`src/rtl/spi_reg_pkg.sv`:
```
package spi_reg_pkg;

  localparam int BYTE_W  = 8;
  localparam int ALIGN_W = $clog2(BYTE_W);

  localparam logic [BYTE_W-1:0] RD_FLAG  = 8'h80;
  localparam logic [BYTE_W-1:0] WR_MASK  = 8'h7E;
  localparam logic [BYTE_W-1:0] END_BYTE = 8'h00;

  typedef enum logic [2:0] {
    ST_IDLE,
    ST_LEAD,
    ST_XFER,
    ST_TRAIL,
    ST_REL,
    ST_FIN
  } seq_state_e;

  // Build the first byte of a frame from direction and register address.
  function automatic logic [BYTE_W-1:0] frame_addr(input logic is_rd,
                                                   input logic [BYTE_W-1:0] a);
    return is_rd ? (a | RD_FLAG) : (a & WR_MASK);
  endfunction

endpackage

```
`src/rtl/spi_clk_div.sv`:
```
module spi_clk_div #(
  parameter int HALF_DIV = 2
) (
  input  logic clk,
  input  logic rst_n,
  input  logic run,
  output logic tick
);

  localparam int CW = (HALF_DIV > 1) ? $clog2(HALF_DIV) : 1;
  localparam logic [CW-1:0] LAST = CW'(HALF_DIV - 1);

  logic [CW-1:0] cnt_q, cnt_d;
  logic          cnt_en;

  assign tick   = run && (cnt_q == LAST);
  assign cnt_en = run || (cnt_q != '0);

  always_comb begin
    cnt_d = cnt_q;
    if (!run || tick) begin
      cnt_d = '0;
    end else begin
      cnt_d = cnt_q + 1'b1;
    end
  end

  always_ff @(posedge clk or negedge rst_n) begin
    if (!rst_n) begin
      cnt_q <= '0;
    end else if (cnt_en) begin
      cnt_q <= cnt_d;
    end
  end

  AST_DIV_IN_RANGE: assert property (@(posedge clk) disable iff (!rst_n)
    cnt_q <= LAST);

  AST_DIV_IDLE_CLEAR: assert property (@(posedge clk) disable iff (!rst_n)
    !run |=> (cnt_q == '0));

endmodule

```
`src/rtl/spi_byte_shifter.sv`:
```
module spi_byte_shifter #(
  parameter int W = 8
) (
  input  logic         clk,
  input  logic         rst_n,
  input  logic         load,
  input  logic [W-1:0] load_val,
  input  logic         sample,
  input  logic         shift,
  input  logic         miso,
  output logic         mosi,
  output logic [W-1:0] rx_val,
  output logic         last_bit
);

  localparam int BW = (W > 1) ? $clog2(W) : 1;
  localparam logic [BW-1:0] TOP = BW'(W - 1);

  logic [W-1:0]  tx_q, tx_d;
  logic [W-1:0]  rx_q, rx_d;
  logic [BW-1:0] bit_q, bit_d;
  logic          tx_en;

  assign tx_en    = load || shift;
  assign mosi     = tx_q[W-1];
  assign rx_val   = rx_q;
  assign last_bit = (bit_q == TOP);

  always_comb begin
    tx_d  = tx_q;
    bit_d = bit_q;
    if (load) begin
      tx_d  = load_val;
      bit_d = '0;
    end else if (shift) begin
      tx_d  = {tx_q[W-2:0], 1'b0};
      bit_d = bit_q + 1'b1;
    end
  end

  always_comb begin
    rx_d = {rx_q[W-2:0], miso};
  end

  always_ff @(posedge clk or negedge rst_n) begin
    if (!rst_n) begin
      tx_q  <= '0;
      bit_q <= '0;
    end else if (tx_en) begin
      tx_q  <= tx_d;
      bit_q <= bit_d;
    end
  end

  always_ff @(posedge clk or negedge rst_n) begin
    if (!rst_n) begin
      rx_q <= '0;
    end else if (sample) begin
      rx_q <= rx_d;
    end
  end

  AST_NO_LOAD_AND_SHIFT: assert property (@(posedge clk) disable iff (!rst_n)
    !(load && shift));

  AST_NO_SAMPLE_AND_SHIFT: assert property (@(posedge clk) disable iff (!rst_n)
    !(sample && shift));

endmodule

```
`src/rtl/spi_align_merge.sv`:
```
module spi_align_merge #(
  parameter int W  = 8,
  parameter int AW = 3
) (
  input  logic [W-1:0]  fresh,
  input  logic [W-1:0]  held,
  input  logic [AW-1:0] align,
  output logic [W-1:0]  merged
);

  for (genvar i = 0; i < W; i++) begin : g_bit
    localparam logic [AW:0] POS = (AW + 1)'(i);
    assign merged[i] = (POS >= {1'b0, align}) ? fresh[i] : held[i];
  end

endmodule

```
`src/rtl/spi_reg_master.sv`:
```
module spi_reg_master
  import spi_reg_pkg::*;
#(
  parameter int HALF_DIV = 2,
  parameter int CNT_W    = 8
) (
  input  logic              clk,
  input  logic              rst_n,
  input  logic              req_valid,
  output logic              req_ready,
  input  logic              req_read,
  input  logic [7:0]        req_addr,
  input  logic [CNT_W-1:0]  req_count,
  input  logic [2:0]        req_align,
  input  logic [7:0]        req_hold,
  input  logic [7:0]        wr_data,
  output logic              wr_take,
  output logic [7:0]        rd_data,
  output logic              rd_valid,
  output logic              done,
  output logic              spi_cs_n,
  output logic              spi_sclk,
  output logic              spi_mosi,
  input  logic              spi_miso
);

  localparam logic [CNT_W-1:0] ONE = CNT_W'(1);

  seq_state_e          state_q, state_d;
  logic                cs_n_q, cs_n_d;
  logic                sclk_q, sclk_d;
  logic [CNT_W-1:0]    left_q, left_d;
  logic                rd_q, rd_d;
  logic [BYTE_W-1:0]   addr_q, addr_d;
  logic [ALIGN_W-1:0]  align_q, align_d;
  logic [BYTE_W-1:0]   hold_q, hold_d;
  logic                first_q, first_d;
  logic                merge_q, merge_d;
  logic                tail_q, tail_d;
  logic                rdv_q, rdv_d;
  logic [BYTE_W-1:0]   rdd_q, rdd_d;
  logic                accept;

  logic                div_run, tick;
  logic                sh_load, sh_sample, sh_shift;
  logic [BYTE_W-1:0]   sh_byte;
  logic [BYTE_W-1:0]   rx_byte;
  logic [BYTE_W-1:0]   rx_merged;
  logic                last_bit;
  logic                mosi_bit;

  assign div_run = (state_q == ST_LEAD) || (state_q == ST_XFER) ||
                   (state_q == ST_TRAIL);
  assign accept  = req_valid && req_ready;

  spi_clk_div #(.HALF_DIV(HALF_DIV)) u_div (
    .clk   (clk),
    .rst_n (rst_n),
    .run   (div_run),
    .tick  (tick)
  );

  spi_byte_shifter #(.W(BYTE_W)) u_shift (
    .clk      (clk),
    .rst_n    (rst_n),
    .load     (sh_load),
    .load_val (sh_byte),
    .sample   (sh_sample),
    .shift    (sh_shift),
    .miso     (spi_miso),
    .mosi     (mosi_bit),
    .rx_val   (rx_byte),
    .last_bit (last_bit)
  );

  spi_align_merge #(.W(BYTE_W), .AW(ALIGN_W)) u_merge (
    .fresh  (rx_byte),
    .held   (hold_q),
    .align  (align_q),
    .merged (rx_merged)
  );

  // Next-state logic.
  always_comb begin
    state_d   = state_q;
    cs_n_d    = cs_n_q;
    sclk_d    = sclk_q;
    left_d    = left_q;
    rd_d      = rd_q;
    addr_d    = addr_q;
    align_d   = align_q;
    hold_d    = hold_q;
    first_d   = first_q;
    merge_d   = merge_q;
    tail_d    = tail_q;
    rdv_d     = 1'b0;
    rdd_d     = rdd_q;
    sh_load   = 1'b0;
    sh_sample = 1'b0;
    sh_shift  = 1'b0;
    sh_byte   = '0;
    wr_take   = 1'b0;

    unique case (state_q)
      ST_IDLE: begin
        if (accept) begin
          rd_d    = req_read;
          addr_d  = frame_addr(req_read, req_addr);
          align_d = req_align;
          hold_d  = req_hold;
          left_d  = req_count;
          first_d = 1'b1;
          merge_d = 1'b1;
          if (req_read && (req_count == '0)) begin
            state_d = ST_FIN;
          end else begin
            state_d = ST_LEAD;
            cs_n_d  = 1'b0;
            sh_load = 1'b1;
            sh_byte = frame_addr(req_read, req_addr);
          end
        end
      end

      ST_LEAD: begin
        if (tick) begin
          state_d = ST_XFER;
        end
      end

      ST_XFER: begin
        if (tick) begin
          if (!sclk_q) begin
            sclk_d    = 1'b1;
            sh_sample = 1'b1;
          end else begin
            sclk_d = 1'b0;
            if (last_bit) begin
              first_d = 1'b0;
              if (rd_q && !first_q) begin
                rdv_d   = 1'b1;
                rdd_d   = merge_q ? rx_merged : rx_byte;
                merge_d = 1'b0;
              end
              if (left_q == '0) begin
                state_d = ST_TRAIL;
                tail_d  = 1'b0;
              end else begin
                left_d  = left_q - 1'b1;
                sh_load = 1'b1;
                if (rd_q) begin
                  sh_byte = (left_q == ONE) ? END_BYTE : addr_q;
                end else begin
                  sh_byte = wr_data;
                  wr_take = 1'b1;
                end
              end
            end else begin
              sh_shift = 1'b1;
            end
          end
        end
      end

      ST_TRAIL: begin
        if (tick) begin
          if (tail_q) begin
            state_d = ST_REL;
            cs_n_d  = 1'b1;
          end else begin
            tail_d = 1'b1;
          end
        end
      end

      ST_REL: begin
        state_d = ST_FIN;
      end

      ST_FIN: begin
        state_d = ST_IDLE;
      end

      default: begin
        state_d = ST_IDLE;
        cs_n_d  = 1'b1;
        sclk_d  = 1'b0;
      end
    endcase
  end

  // State and output registers.
  always_ff @(posedge clk or negedge rst_n) begin
    if (!rst_n) begin
      state_q <= ST_IDLE;
      cs_n_q  <= 1'b1;
      sclk_q  <= 1'b0;
      left_q  <= '0;
      first_q <= 1'b0;
      merge_q <= 1'b0;
      tail_q  <= 1'b0;
      rdv_q   <= 1'b0;
      rdd_q   <= '0;
    end else begin
      state_q <= state_d;
      cs_n_q  <= cs_n_d;
      sclk_q  <= sclk_d;
      left_q  <= left_d;
      first_q <= first_d;
      merge_q <= merge_d;
      tail_q  <= tail_d;
      rdv_q   <= rdv_d;
      rdd_q   <= rdd_d;
    end
  end

  // Request fields, loaded only on acceptance.
  always_ff @(posedge clk or negedge rst_n) begin
    if (!rst_n) begin
      rd_q    <= 1'b0;
      addr_q  <= '0;
      align_q <= '0;
      hold_q  <= '0;
    end else if (accept) begin
      rd_q    <= rd_d;
      addr_q  <= addr_d;
      align_q <= align_d;
      hold_q  <= hold_d;
    end
  end

  assign req_ready = (state_q == ST_IDLE);
  assign done      = (state_q == ST_FIN);
  assign rd_valid  = rdv_q;
  assign rd_data   = rdd_q;
  assign spi_cs_n  = cs_n_q;
  assign spi_sclk  = sclk_q;
  assign spi_mosi  = cs_n_q ? 1'b0 : mosi_bit;

  AST_SCLK_LOW_DESELECTED: assert property (@(posedge clk) disable iff (!rst_n)
    spi_cs_n |-> !spi_sclk);

  AST_MOSI_HELD_HIGH: assert property (@(posedge clk) disable iff (!rst_n)
    (spi_sclk && $past(spi_sclk)) |-> $stable(spi_mosi));

  AST_DONE_AFTER_RELEASE: assert property (@(posedge clk) disable iff (!rst_n)
    done |-> (spi_cs_n && $past(spi_cs_n)));

  AST_READY_ONLY_IDLE: assert property (@(posedge clk) disable iff (!rst_n)
    req_ready |-> (spi_cs_n && !spi_sclk));

  AST_RDV_READ_ONLY: assert property (@(posedge clk) disable iff (!rst_n)
    rd_valid |-> rd_q);

  AST_TAKE_WRITE_ONLY: assert property (@(posedge clk) disable iff (!rst_n)
    wr_take |-> !rd_q);

  AST_NO_EDGE_IN_LEAD: assert property (@(posedge clk) disable iff (!rst_n)
    (state_q == ST_LEAD) |-> !spi_sclk);

endmodule

```
`config.mk`:
```
export PLATFORM = sky130hd
export DESIGN_NAME = spi_reg_master
export DESIGN_NICKNAME = d
export VERILOG_FILES = /design/src/rtl/spi_reg_pkg.sv /design/src/rtl/spi_clk_div.sv /design/src/rtl/spi_byte_shifter.sv /design/src/rtl/spi_align_merge.sv /design/src/rtl/spi_reg_master.sv
export SDC_FILE = /design/constraint.sdc
export NUM_CORES = 1
export LEC_CHECK = 0
export BUFFER_PORTS_ARGS = -buffer_cell sky130_fd_sc_hd__clkbuf_2
export CORE_AREA = 2 2 92 94
export CTS_BUF_LIST = sky130_fd_sc_hd__clkbuf_8
export CTS_CLUSTER_DIAMETER = 200
export DETAILED_ROUTE_END_ITERATION = 8
export DIE_AREA = 0 0 94 96
export HOLD_SLACK_MARGIN = 0.02
export PLACE_DENSITY = 0.71
export SETUP_SLACK_MARGIN = 0.02
export SLEW_MARGIN = 40
export SYNTH_ARGS = -nofsm -noshare
export SYNTH_HDL_FRONTEND = slang
export SYNTH_SLANG_ARGS = --single-unit
```
`constraint.sdc`:
```
create_clock -name clk -period 2.8 [get_ports clk]
set_clock_uncertainty 0.2 [all_clocks]
set_input_delay 0.42 -clock clk [delete_from_list [all_inputs] [get_ports clk]]
set_output_delay 0.42 -clock clk [all_outputs]
set_load 0.02 [all_outputs]
```
Word level (Yosys, flattened, before mapping)

Index checks and enable logic that the tools add are counted.

Register bits after elaboration: 64
Word-level logic and storage cells: 164
Output and inout port bits: 15

$add $sub $neg: 3
Bitwise logic cells: 2
Muxes and demuxes: 88
Eq/ne operators: 18
Order comparisons: 7
Reductions and logical operators: 29

Operators by type and width:

| cell                                                   | count |
|---|---|
| 2-to-1 mux 8 bit                                       | 16 |
| 2-to-1 mux 1 bit                                       | 51 |
| 2-to-1 mux 3 bit                                       | 11 |
| case mux 8 bit (2 select lines)                        | 2 |
| AND reduction 6 bit                                    | 3 |
| logical NOT 8 bit                                      | 2 |
| case mux 3 bit (5 select lines)                        | 1 |
| AND reduction 5 bit                                    | 3 |
| inequality test 2 x 1 -> 1 bit (second input constant) | 6 |
| inequality test 2 bit (second input constant)          | 5 |
| case mux 1 bit (2 select lines)                        | 5 |
| == test 3 bit (second input constant)                  | 3 |
| >= comparator 3 bit (first input constant)             | 3 |
| == test 8 x 1 -> 1 bit (second input constant)         | 1 |
| AND reduction 8 bit                                    | 1 |
| subtractor 8 x 1 -> 8 bit (second input constant)      | 1 |
| 2-to-1 mux 7 bit                                       | 1 |
| == test 3 x 2 -> 1 bit (second input constant)         | 2 |
| >= comparator 1 x 3 -> 1 bit (first input constant)    | 2 |
| >= comparator 2 x 3 -> 1 bit (first input constant)    | 2 |
| AND reduction 2 bit                                    | 3 |
| nonzero test 2 bit                                     | 3 |
| logical OR 1 bit                                       | 5 |
| OR reduction 5 bit                                     | 1 |
| 9 further kinds                                        | 14 |

Depth between registers and ports, before layout

Depth after elaboration: 9
Gate-level depth with buffers: 8
Gate-level depth less buffers: 7

Hierarchy

Synthesis repeated with hierarchy kept, for this count alone.

Cells, all modules: 339
Area total of the unflattened synthesis: 3,337.0 µm²

By module, submodules not included:

| module           | area each (µm²) | cells each | times used |
|---|---|---|---|
| spi_reg_master   | 2,376.0         | 259        | 1 |
| spi_byte_shifter | 805.8           | 63         | 1 |
| spi_align_merge  | 113.9           | 14         | 1 |
| spi_clk_div      | 41.3            | 3          | 1 |

Worst setup path before layout

No wires, ideal clock.

Kind: reg2out
Start point: reg sclk_q, in the netlist spi_sclk
End point: out wr_take
Required time: 2.180 ns
Cell stages (with the launch flop): 4
Setup slack: 0.664 ns
Arrival time: 1.516 ns
Path buffers: 0
Cells stage by stage: dfrtp_1 -> nand4b_1 -> nor3b_2 -> nor3b_4

Cells in the longest elaborated chain, start to end: 3

Ends and longest elaborated chain:

| what                     | line                  | text |
|---|---|---|
| start: declaration       | spi_reg_master.sv:31  | `logic sclk_q, sclk_d;` |
| start signal: assignment | spi_reg_master.sv:207 | `sclk_q <= sclk_d;` |
| 2-to-1 mux 1 bit         | spi_reg_master.sv:133 | `if (!sclk_q) begin` |
| 2-to-1 mux 1 bit         | spi_reg_master.sv:132 | `if (tick) begin` |
| 2-to-1 mux 1 bit         | spi_reg_master.sv:104 | `unique case (state_q)` |
| end: declaration         | spi_reg_master.sv:17  | `output logic wr_take,` |

No other way between the ends.

Worst setup path after layout

Start point: reg state_q[2]
End point: out wr_take

Cells in the longest elaborated chain, start to end: 6
Elaborated cells on any way between the ends: 8
Those cells by class: eq/ne (3); mux (2); reduce/logical (3)

Ends and longest elaborated chain:

| what                                                             | line                                        | text |
|---|---|---|
| start: declaration                                               | spi_reg_master.sv:29                        | `seq_state_e state_q, state_d;` |
| start signal: assignment                                         | spi_reg_master.sv:205                       | `state_q <= state_d;` |
| == test 3 x 1 -> 1 bit or == test 3 x 2 -> 1 bit (tied branches) | spi_reg_master.sv:52, spi_reg_master.sv:104 |  |
| logical OR 1 bit (2 in a row)                                    | spi_reg_master.sv:52                        | `assign div_run = (state_q == ST_LEAD) \|\| (state_q == ST_XFER) \|\|` |
| logical AND 1 bit                                                | spi_clk_div.sv:16                           | `assign tick = run && (cnt_q == LAST);` |
| 2-to-1 mux 1 bit                                                 | spi_reg_master.sv:132                       |  |
| 2-to-1 mux 1 bit *                                               | spi_reg_master.sv:104                       |  |

Mark *: on every way between the ends. The rest lies on a longest branch, timed or not.

==> summary.md <==
| Metric | Value |
|---|---|
| Number of cells produced by synthesis | `339` |
| Cell area reported after detailed placement | `0.00358 mm²` |
| Leakage component of the power | `1.85 nW` |
| CTS sink cnt | `63` |
| Time the worst path needs with I/O delays and setup | `2.65 ns` |
| Combined area of the multi-input logic cells | `0.00148 mm²` |
| Unique masters post-synth | `53` |
| Tightest Pin Transition | `0.580 ns` |
| Via count of the first global-routing pass | `2595` |
| Maximum number of pins on one net before global-route repair | `64` |
| Gpl congestion | `0.790` |
| Area fraction of the dominant cell type after synthesis | `49.2%` |
| Synth async-reset ratio | `100%` |
| Fillcell total | `777` |
| DRC violations left | `0` |
| Slowest cell on the critical path | `sky130_fd_sc_hd__dfrtp_1` |
| Delay contributed by the slowest stage of the critical path | `0.53 ns` |
| Final Max Tran Viols | `0` |
| Synth Register Bits | `63` |
| Synth Warn # | `0` |
| Crit path from | `state_q[2]$_DFFE_PN0P_` |
| Max-Cap Viols | `0` |
| Sequential share of power | `44.2%` |
| Maximum operating frequency | `377 MHz` |
| Share of post-route cells with drive strength above 1 | `25.5%` |
| Period Utilization, post-route | `94.8%` |
| Worst EP required | `2.18 ns` |
| Final total negative setup slack | `0 ns` |
| Type of element launching the critical path | `flip-flop` |
| Number of top-level pins | `55` |
| Final Hold Fails | `0` |
| Setup violators final | `0` |
| Maximum ir drop on the vdd rail | `0.000360 V` |
| Clock transition at the registers of the reported paths | `0.07 ns` |
| Sequential cell area in the final layout | `0.00158 mm²` |
| Data arrival, critical path | `2.03 ns` |
| Count of input and output buffers | `52` |
| Top area cells in the synthesized netlist | `sky130_fd_sc_hd__dfrtp_1 (49%), sky130_fd_sc_hd__nand2_1 (9.6%), sky130_fd_sc_hd__a21oi_1 (3.6%), sky130_fd_sc_hd__nor2_1 (3.2%), sky130_fd_sc_hd__mux2_2 (2.9%)` |
| Row cnt | `33` |
| Number of antenna-violating nets in the routed design | `0` |
| Post-Synthesis Net Count | `384` |
| Most frequent cell on the critical path | `sky130_fd_sc_hd__nor3b_4` |
| H-tree Lvls | `3` |
| Worst min-delay path category | `in2reg` |
| Vias post-DR | `2672` |
| CTS Root Buffer Type | `sky130_fd_sc_hd__clkbuf_8` |
| CTS tree | `done` |
| Wire length per cell after detailed routing | `14.4 µm` |
| Area growth, synth to finish | `19.6%` |
| Die height | `96 µm` |
| Global-route wire length before repair | `12200 µm` |
| Netlist area before placement | `0.00316 mm²` |
| Initial antenna violation count | `0` |
| Cell area after layout | `0.00377 mm²` |
| Die Width | `94 µm` |
| Switching portion of total power | `40.3%` |
| Setup repair after global routing missed its margin | `no` |
| Post-DR vias/cell | `5.25` |
| Power dissipated by switching net loads | `0.00147 W` |
| Final Routed Wirelength | `7320 µm` |
| Number of synthesized flops with an enable pin | `0` |
| Overall overflow remaining after global route | `0` |
| Initial DRC Count | `162` |
| Starting utilization of the core area | `39.2%` |
| Mean instance size in the synthesized netlist | `9.31 µm²` |
| Die area | `0.00902 mm²` |
| Dominant synthesized flop cell | `sky130_fd_sc_hd__dfrtp_1` |
| Startpoint of the lowest-slack hold path | `req_hold[4]` |
| Estimated wirelength of the detail-placed design | `5210 µm` |
| Post-synth top area cell | `sky130_fd_sc_hd__dfrtp_1` |
| Series of cell instances along the critical path | `nand4b_1, nor3b_4, nor3b_4, clkbuf_2` |
| Comb pwr share | `37.4%` |
| Leading cell types in the layout, fill and taps excluded | `sky130_fd_sc_hd__nand2_1 (81), sky130_fd_sc_hd__dfrtp_1 (61), sky130_fd_sc_hd__clkbuf_2 (52), sky130_fd_sc_hd__nor2_1 (27), sky130_fd_sc_hd__a21oi_1 (23)` |
| Final net count | `445` |
| Internal portion of total power | `0.00217 W` |
| Most common cell after layout, fill and taps aside | `sky130_fd_sc_hd__nand2_1` |
| TritonCTS Buffers | `9` |
| Run status | `finished clean` |
| Slew margin rel. | `61.3%` |
| Largest fanout on the critical path | `14` |
| Clock network power share | `18.4%` |
| Diode count | `0` |
| Power per cell area | `965 mW/mm²` |
| Max Buffers Root-to-Sink | `2` |
| Type of element capturing the critical path | `primary output` |
| Startpoint of the worst-slack reg-to-reg timing path | `u_shift.bit_q[0]$_DFFE_PN0P_` |
| Part of the Yosys area used for sequential elements | `50.0%` |
| Clock insertion delay at the later pin of the skew report | `0.34 ns` |
| GRT Resource Usage Total | `17.3%` |
| First-pass DRT Iterations | `7` |
| Category of the critical setup timing path | `reg2out` |
| Core ar. | `0.00805 mm²` |
-- power by group through the flow --
stage	sequential [W]	combinational, W	clock [W]
2_1_floorplan	0.00149	0.00109	0
5_1_grt	0.00166	0.00154	0.000730
3_3_place_gp	0.00160	0.00131	0
4_1_cts	0.00160	0.00137	0.000687
6_report	0.00161	0.00136	0.000672
3_5_place_dp	0.00162	0.00136	0
-- synth_stat cells, types with 3 or more instances --
cell type / number
sky130_fd_sc_hd__a32oi_1: 4
sky130_fd_sc_hd__inv_1: 5
sky130_fd_sc_hd__and3_1: 4
sky130_fd_sc_hd__a22oi_1: 5
sky130_fd_sc_hd__a31oi_1: 3
sky130_fd_sc_hd__nor3b_1: 3
sky130_fd_sc_hd__nor2_1: 27
sky130_fd_sc_hd__o21ai_0: 14
sky130_fd_sc_hd__nand2_1: 81
sky130_fd_sc_hd__o21ai_1: 7
sky130_fd_sc_hd__nand3_1: 10
sky130_fd_sc_hd__clkbuf_1: 11
sky130_fd_sc_hd__mux2_2: 8
sky130_fd_sc_hd__nor3_1: 6
sky130_fd_sc_hd__nor2b_1: 3
sky130_fd_sc_hd__dfrtp_1: 62
sky130_fd_sc_hd__nor4_1: 3
sky130_fd_sc_hd__buf_2: 6
sky130_fd_sc_hd__ha_1: 5
sky130_fd_sc_hd__mux2i_1: 8
sky130_fd_sc_hd__a21oi_1: 23
-- cell families after synthesis --
logic type                 share of synthesized area (%)
DFF                                                 50.0
muxes                                               5.75
AOI/OAI and AO/OA                                   16.3
xor gates and xnor gates                           0.278
adders and majority gates                           1.98
and+or+nand+nor                                     22.3
buffers and inverters                               3.45
-- critical path: cells and delay by family, from the launching register on --
| family | cells | cell delay (ns) |
|---|---|---|
| buf+inv | 1 | 0.20 |
| flops | 1 | 0.53 |
| simple gates | 3 | 0.96 |
-- layout make-up --
class / instances / area share [%]
sequential: 63 / 41.8
clock inverter: 6 / 1.03
multi-input combinational: 252 / 39.2
inverter: 5 / 0.497
timing repair buffer: 69 / 10.7
clock buffer: 9 / 3.28
tap: 105 / 3.48
-- state kept, by name, indices dropped and copies added (netlist names) --
name / count
addr_q: 7
align_q: 3
first_q: 1
hold_q: 7
left_q: 8
merge_q: 1
rd_data: 8
rd_q: 1
rd_valid: 1
spi_cs_n: 1
spi_sclk: 1
state_q: 3
tail_q: 1
u_div.cnt_q: 1
u_shift.bit_q: 3
u_shift.rx_val: 8
u_shift.tx_q: 8
-- metal layers --
layer | routed length [µm] | track usage, % | vias up
met4 | 70 | 6.64 | 0
met5 | 0 | 0 | -
met3 | 428 | 4.46 | 8
met1 | 3230 | 22.8 | 1285
met2 | 3590 | 27.4 | 68
li1 | - | - | 1311
-- worst paths after layout --
kind	end	slack [ns]	depth (start not counted)
worst max-delay path	wr_take	0.15	4
worst min-delay path	hold_q[4]$_DFFE_PN0P_	0.07	3
worst max register to register	left_q[0]$_DFFE_PN0P_	0.32	7
worst min register to register	spi_cs_n$_DFFE_PN1P_	0.26	2
max in group asynchronous	spi_cs_n$_DFFE_PN1P_	1.63	3
min in group asynchronous	rd_valid$_DFF_PN0_	0.43	3
-- through the flow --
step                hold slack, ns  worst slack, ns  util (%)  instances  total power [W]
floorplan                  -0.0756            0.664         -        339          0.00257
global placement             0.258            0.262      44.4        491          0.00290
detailed placement           0.259            0.309      44.4        491          0.00298
CTS                         0.0542           0.0846      46.6        507          0.00366
global route                0.0653           0.0386      46.9        509          0.00394
finish                      0.0660            0.147      46.9        509          0.00364
-- what timing repair did --
item,CTS,global route
setup endpoints to repair,0,1
setup buffers,0,2
gates resized for setup,0,2
hold buffers,1,0
endpoints found under the hold margin,62,0
No activity file was read; power rests on OpenSTA's default activity.
